File: src/rtl/ecc_cap_pkg.sv
package ecc_cap_pkg;
  localparam int REG_W         = 32;
  localparam int BIT_SBE       = 0;
  localparam int BIT_MBE       = 1;
  localparam int BIT_NMI_EN    = 2;
  localparam int BIT_SERR_EN   = 3;
  localparam int SYN_LSB       = 4;
  localparam int BIT_SCRUB_DIS = 31;

  typedef struct packed {
    logic scrub_dis;
    logic serr_en;
    logic nmi_en;
  } ecc_ctl_t;
endpackage

File: src/rtl/ecc_cap_ctrl.sv
module ecc_cap_ctrl
  import ecc_cap_pkg::*;
(
  input  logic     clk_i,
  input  logic     rst_ni,
  input  logic     wr_i,
  input  ecc_ctl_t wbits_i,
  output ecc_ctl_t ctl_o
);
  ecc_ctl_t ctl_q;

  always_ff @(posedge clk_i or negedge rst_ni) begin
    if (!rst_ni)   ctl_q <= '0;
    else if (wr_i) ctl_q <= wbits_i;
  end

  assign ctl_o = ctl_q;
endmodule

File: src/rtl/ecc_cap_log.sv
module ecc_cap_log #(
  parameter int ADDR_W = 32,
  parameter int SYND_W = 8,
  parameter int KEEP_W = 19
) (
  input  logic              clk_i,
  input  logic              rst_ni,
  input  logic              sbe_i,
  input  logic              mbe_i,
  input  logic [ADDR_W-1:0] addr_i,
  input  logic [SYND_W-1:0] syn_i,
  input  logic [1:0]        clr_i,
  output logic [1:0]        st_o,
  output logic [KEEP_W-1:0] addr_o,
  output logic [SYND_W-1:0] syn_o
);
  localparam int DROP_W = ADDR_W - KEEP_W;

  logic [1:0]        st_q, st_d;
  logic [KEEP_W-1:0] addr_q;
  logic [SYND_W-1:0] syn_q;
  logic              armed, cap;

  assign armed = (st_q == 2'b00);
  assign cap   = armed & (sbe_i | mbe_i);

  always_comb begin
    st_d = st_q & ~clr_i;
    // multi-bit wins a same-cycle tie
    if (cap) st_d = mbe_i ? 2'b10 : 2'b01;
  end

  always_ff @(posedge clk_i or negedge rst_ni) begin
    if (!rst_ni) begin
      st_q   <= '0;
      addr_q <= '0;
      syn_q  <= '0;
    end else begin
      st_q <= st_d;
      if (cap) begin
        addr_q <= addr_i[ADDR_W-1:DROP_W];
        syn_q  <= syn_i;
      end
    end
  end

  logic unused_low_addr;
  assign unused_low_addr = ^addr_i[DROP_W-1:0];

  assign st_o   = st_q;
  assign addr_o = addr_q;
  assign syn_o  = syn_q;
endmodule

File: src/rtl/ecc_cap_irq.sv
module ecc_cap_irq
  import ecc_cap_pkg::*;
(
  input  logic [1:0] st_i,
  input  ecc_ctl_t   ctl_i,
  input  logic       sbe_i,
  input  logic       mbe_i,
  output logic       nmi_o,
  output logic       serr_o,
  output logic       scrub_en_o,
  output logic       scrub_req_o
);
  assign nmi_o       = st_i[BIT_SBE] & ctl_i.nmi_en;
  assign serr_o      = st_i[BIT_MBE] & ctl_i.serr_en;
  assign scrub_en_o  = ~ctl_i.scrub_dis;
  // an uncorrectable read is never written back
  assign scrub_req_o = sbe_i & ~mbe_i & ~ctl_i.scrub_dis;
endmodule

File: src/rtl/ecc_err_capture.sv
module ecc_err_capture
  import ecc_cap_pkg::*;
#(
  parameter int ADDR_W = 32,
  parameter int SYND_W = 8,
  parameter int KEEP_W = 19
) (
  input  logic              clk_i,
  input  logic              rst_ni,
  input  logic              sbe_i,
  input  logic              mbe_i,
  input  logic [ADDR_W-1:0] err_addr_i,
  input  logic [SYND_W-1:0] syndrome_i,
  input  logic              reg_wr_i,
  input  logic [REG_W-1:0]  reg_wdata_i,
  output logic [REG_W-1:0]  reg_rdata_o,
  output logic              nmi_o,
  output logic              serr_o,
  output logic              scrub_en_o,
  output logic              scrub_req_o
);
  ecc_ctl_t          ctl, wbits;
  logic [1:0]        st, clr;
  logic [KEEP_W-1:0] addr_cap;
  logic [SYND_W-1:0] syn_cap;

  assign wbits.scrub_dis = reg_wdata_i[BIT_SCRUB_DIS];
  assign wbits.serr_en   = reg_wdata_i[BIT_SERR_EN];
  assign wbits.nmi_en    = reg_wdata_i[BIT_NMI_EN];
  assign clr             = reg_wr_i ? reg_wdata_i[BIT_MBE:BIT_SBE] : 2'b00;

  logic unused_wdata;
  assign unused_wdata = ^reg_wdata_i[BIT_SCRUB_DIS-1:SYN_LSB];

  ecc_cap_ctrl u_ctrl (
    .clk_i   (clk_i),
    .rst_ni  (rst_ni),
    .wr_i    (reg_wr_i),
    .wbits_i (wbits),
    .ctl_o   (ctl)
  );

  ecc_cap_log #(
    .ADDR_W (ADDR_W),
    .SYND_W (SYND_W),
    .KEEP_W (KEEP_W)
  ) u_log (
    .clk_i  (clk_i),
    .rst_ni (rst_ni),
    .sbe_i  (sbe_i),
    .mbe_i  (mbe_i),
    .addr_i (err_addr_i),
    .syn_i  (syndrome_i),
    .clr_i  (clr),
    .st_o   (st),
    .addr_o (addr_cap),
    .syn_o  (syn_cap)
  );

  ecc_cap_irq u_irq (
    .st_i        (st),
    .ctl_i       (ctl),
    .sbe_i       (sbe_i),
    .mbe_i       (mbe_i),
    .nmi_o       (nmi_o),
    .serr_o      (serr_o),
    .scrub_en_o  (scrub_en_o),
    .scrub_req_o (scrub_req_o)
  );

  assign reg_rdata_o = {ctl.scrub_dis, addr_cap, syn_cap, ctl.serr_en, ctl.nmi_en, st};
endmodule

File: config.mk
export PLATFORM = sky130hd
export DESIGN_NAME = ecc_err_capture
export DESIGN_NICKNAME = d
export VERILOG_FILES = /design/src/rtl/ecc_cap_pkg.sv /design/src/rtl/ecc_cap_ctrl.sv /design/src/rtl/ecc_cap_log.sv /design/src/rtl/ecc_cap_irq.sv /design/src/rtl/ecc_err_capture.sv
export SDC_FILE = /design/constraint.sdc
export NUM_CORES = 1
export LEC_CHECK = 0
export BUFFER_PORTS_ARGS = -buffer_cell sky130_fd_sc_hd__buf_4
export CORE_ASPECT_RATIO = 1.5
export CORE_UTILIZATION = 38
export CTS_BUF_LIST = sky130_fd_sc_hd__clkbuf_4
export DETAILED_ROUTE_END_ITERATION = 10
export PLACE_DENSITY = 0.82
export REMOVE_ABC_BUFFERS = 1
export SLEW_MARGIN = 5
export SYNTH_ARGS = -nofsm -noshare
export SYNTH_HDL_FRONTEND = slang
export SYNTH_SLANG_ARGS = --single-unit
File: constraint.sdc
create_clock -name clk_i -period 2.1 [get_ports clk_i]
set_input_delay 0.21 -clock clk_i [delete_from_list [all_inputs] [get_ports clk_i]]
set_output_delay 0.21 -clock clk_i [all_outputs]
set_load 0.05 [all_outputs]
==> results by group <==
Run status
  • Status: finished, final reports clean

Floorplan
  • Height of the die: 71.82 µm
  • Num rows: 25
  • Core Box Area: 3128 µm²
  • Initial cell density of the core: 0.3948
  • I/O Pins: 113
  • Die area: 3487 µm²
  • Width of the die: 48.55 µm

Drt
  • Vias post-DR: 931
  • Starting DRT DRC Count: 23
  • Total wire length: 2739 µm
  • DRC viols: 0
  • Pre-antenna DRT Iters: 6
  • Post-DR wirelength/cell: 13.83 µm
  • Routed Antenna Nets: 0
  • Post-DR vias/cell: 4.702

Power
  • Seq pwr share: 0.300
  • P_sw: 0.001788 W
  • Switching share of power: 0.4948
  • Combinational power share: 0.607
  • Maximum VDD drop: 1.165 mV
  • Pwr/cell area: 1918 nW/µm²
  • Clock share of power: 0.093
  • Leakage: 0.9102 nW
  • Internal cell power: 0.001825 W

Synthesis
  • Seq/Total Area, Yosys: 0.6484
  • Post-synth top flop: dfrtp_1
  • Post-synth top area cell: dfrtp_1
  • Mapped cell area: 1235 µm²
  • Most numerous cell in the Yosys netlist: dfrtp_1
  • Post-synthesis simple-gate area fraction: 0.04458
  • Synth Area in Adders: 0
  • Post-synth top area share: 0.6484
  • Top cells by count, synth: dfrtp_1, mux2_2
  • Compound-gate portion of the synthesized area: 0.01824
  • Yosys cell types: 13
  • Main combinational cell family by area after synthesis: multiplexers
  • Post-synthesis async set-or-reset flop share: 1.000
  • Multiplexer share of the synthesized area: 0.2644
  • Largest cells by area after synthesis: dfrtp_1, mux2_2, buf_6
  • Post-Syn Instances: 77
  • FF+latch count, synth: 32
  • Avg Inst Size Synth: 16.04 µm²
  • Post-synth EDFFs: 0
  • Synth Area in XOR/XNOR: 0
  • Synth warn: 0

Clock network
  • Worst-path clk slew: 0.09 ns
  • CTS Buffer Depth: 2
  • Root Buffer: clkbuf_4
  • # H-tree levels: 2
  • Clk sinks: 32
  • TritonCTS Buffers: 5
  • Clk_lat worst skew: 0.32 ns
  • Post_cts resized: 0
  • CTS tree: built

GRT
  • Vias in the first global route: 943
  • Largest net degree at the start of global routing: 33
  • Initial antenna violation count: 0
  • Global Route Usage Sum: 0.1767
  • Overflow after GRT: 0
  • First-pass GRT wire length: 4547 µm

STA
  • Fmax: 706.5 MHz
  • Slew Viols, Final: 0
  • Final setup viols: 0
  • Slew margin rel.: 0.7345
  • Tcrit/Tclk final: 0.6740
  • Setup TNS: 0 ns
  • RSZ-0062 raised after global routing: false
  • Worst Skew: 0.005476 ns
  • WHS: 0.08789 ns
  • Fin crit period: 1.415 ns
  • Final Hold Fails: 0
  • Slew at the pin closest to its max-slew limit: 0.3983 ns

Place
  • Number of port buffers: 72
  • Routability cong.: 0.7689
  • Post-DP HPWL: 2126 µm
  • Cell Area, Placed: 1818 µm²

Final layout
  • Synth-to-Final Area Change: 52.58%
  • Inserted Diodes: 0
  • Utilization after layout: 0.6024
  • Post-route cell area: 1884 µm²
  • Share of layout cells above drive strength 1: 0.6899
  • Nets@finish: 234

Worst setup path
  • WS Path Type: flop to flop
  • R2R cell count: 3
  • CP Launch Type: flop
  • CP arrival: 1.61 ns
  • Crit path required time: 2.30 ns
  • Setup crit end kind: flop
  • Critical path fanouts, max: 16

Worst hold path
  • HP Class: input pin to flop
  • Hold Path Stages: 2

Flow run
  • Max-cap violation count: 0
cells in the final DEF, fill, tap and decap left out:
cell,instances
mux2_2,27
inv_1,2
buf_4,74
and2_1,2
dfrtp_1,32
mux2_1,2
nand2_1,1
clkbuf_4,7
a31oi_1,2
nor3b_1,2
nor2_1,2
nor3_4,1
a21oi_1,1
o21ai_0,1
clkinv_1,1
dlygate4sd3_1,1
cell type report:
cell class	count	area [µm²]
inverter	2	7.507
sequential	32	800.8
timing repair buffer	75	565.5
tap	40	50.05
clock inverter	1	3.754
clock buffer	7	52.55
fill	265	1244
multi-input combinational	41	404.1
power by group through the flow:
stage          sequential, W  combinational [W]  clock [W]
6_report             0.00108            0.00219   0.000335
5_1_grt              0.00113            0.00227   0.000393
4_1_cts              0.00109            0.00221   0.000359
3_5_place_dp         0.00110            0.00221          0
3_3_place_gp         0.00108            0.00217          0
2_1_floorplan        0.00212           0.000479          0
worst paths after layout:
kind,start,to,slack [ns]
max reg2reg,u_log.st_o[0]$_DFF_PN0_,u_log.addr_o[7]$_DFFE_PN0P_,0.68
min,reg_wdata_i[1],u_log.st_o[1]$_DFF_PN0_,0.09
max,u_log.st_o[0]$_DFF_PN0_,u_log.addr_o[7]$_DFFE_PN0P_,0.68
min in group asynchronous,rst_ni,u_log.addr_o[13]$_DFFE_PN0P_,0.36
max in group asynchronous,rst_ni,u_log.addr_o[7]$_DFFE_PN0P_,1.45
min reg2reg,u_log.addr_o[11]$_DFFE_PN0P_,u_log.addr_o[11]$_DFFE_PN0P_,0.50
state kept, by name, summed over array words and instances (netlist names):
| name | count |
|---|---|
| u_log.st_o | 2 |
| u_log.syn_o | 8 |
| u_log.addr_o | 19 |
| u_ctrl.ctl_o | 3 |
cells by family (layout without fill, tap and decap cells):
group           Yosys count  count (layout)
compound gates            4               4
mux                      29              29
buf+inv                   4              85
simple gates              8               8
flops                    32              32
per-layer routing:
layer,wire length (µm),track usage,vias up
met5,0,0,-
met1,986,0.1958,446
met2,1555,0.2989,44
li1,-,-,434
met4,55,0.1111,0
met3,142,0.04883,7
worst max-delay path: stages (launching register included):
cell and delay (ns):
dfrtp_1 0.46, nor3_4 0.22, buf_4 0.25, mux2_2 0.36
metrics by stage:
step,power (W),worst slack [ns],cells
floorplan,0.002599,0.09617,75
global placement,0.003253,0.7058,189
detailed placement,0.003309,0.6884,189
CTS,0.003658,0.6666,198
global route,0.003799,0.5979,198
finish,0.003613,0.6846,198
timing repair:
action                                 CTS  global route
buffers inserted                         0             0
hold buffers                             1             0
endpoints found under the hold margin   32             0
Note: power is estimated with default switching activity, not from simulation.
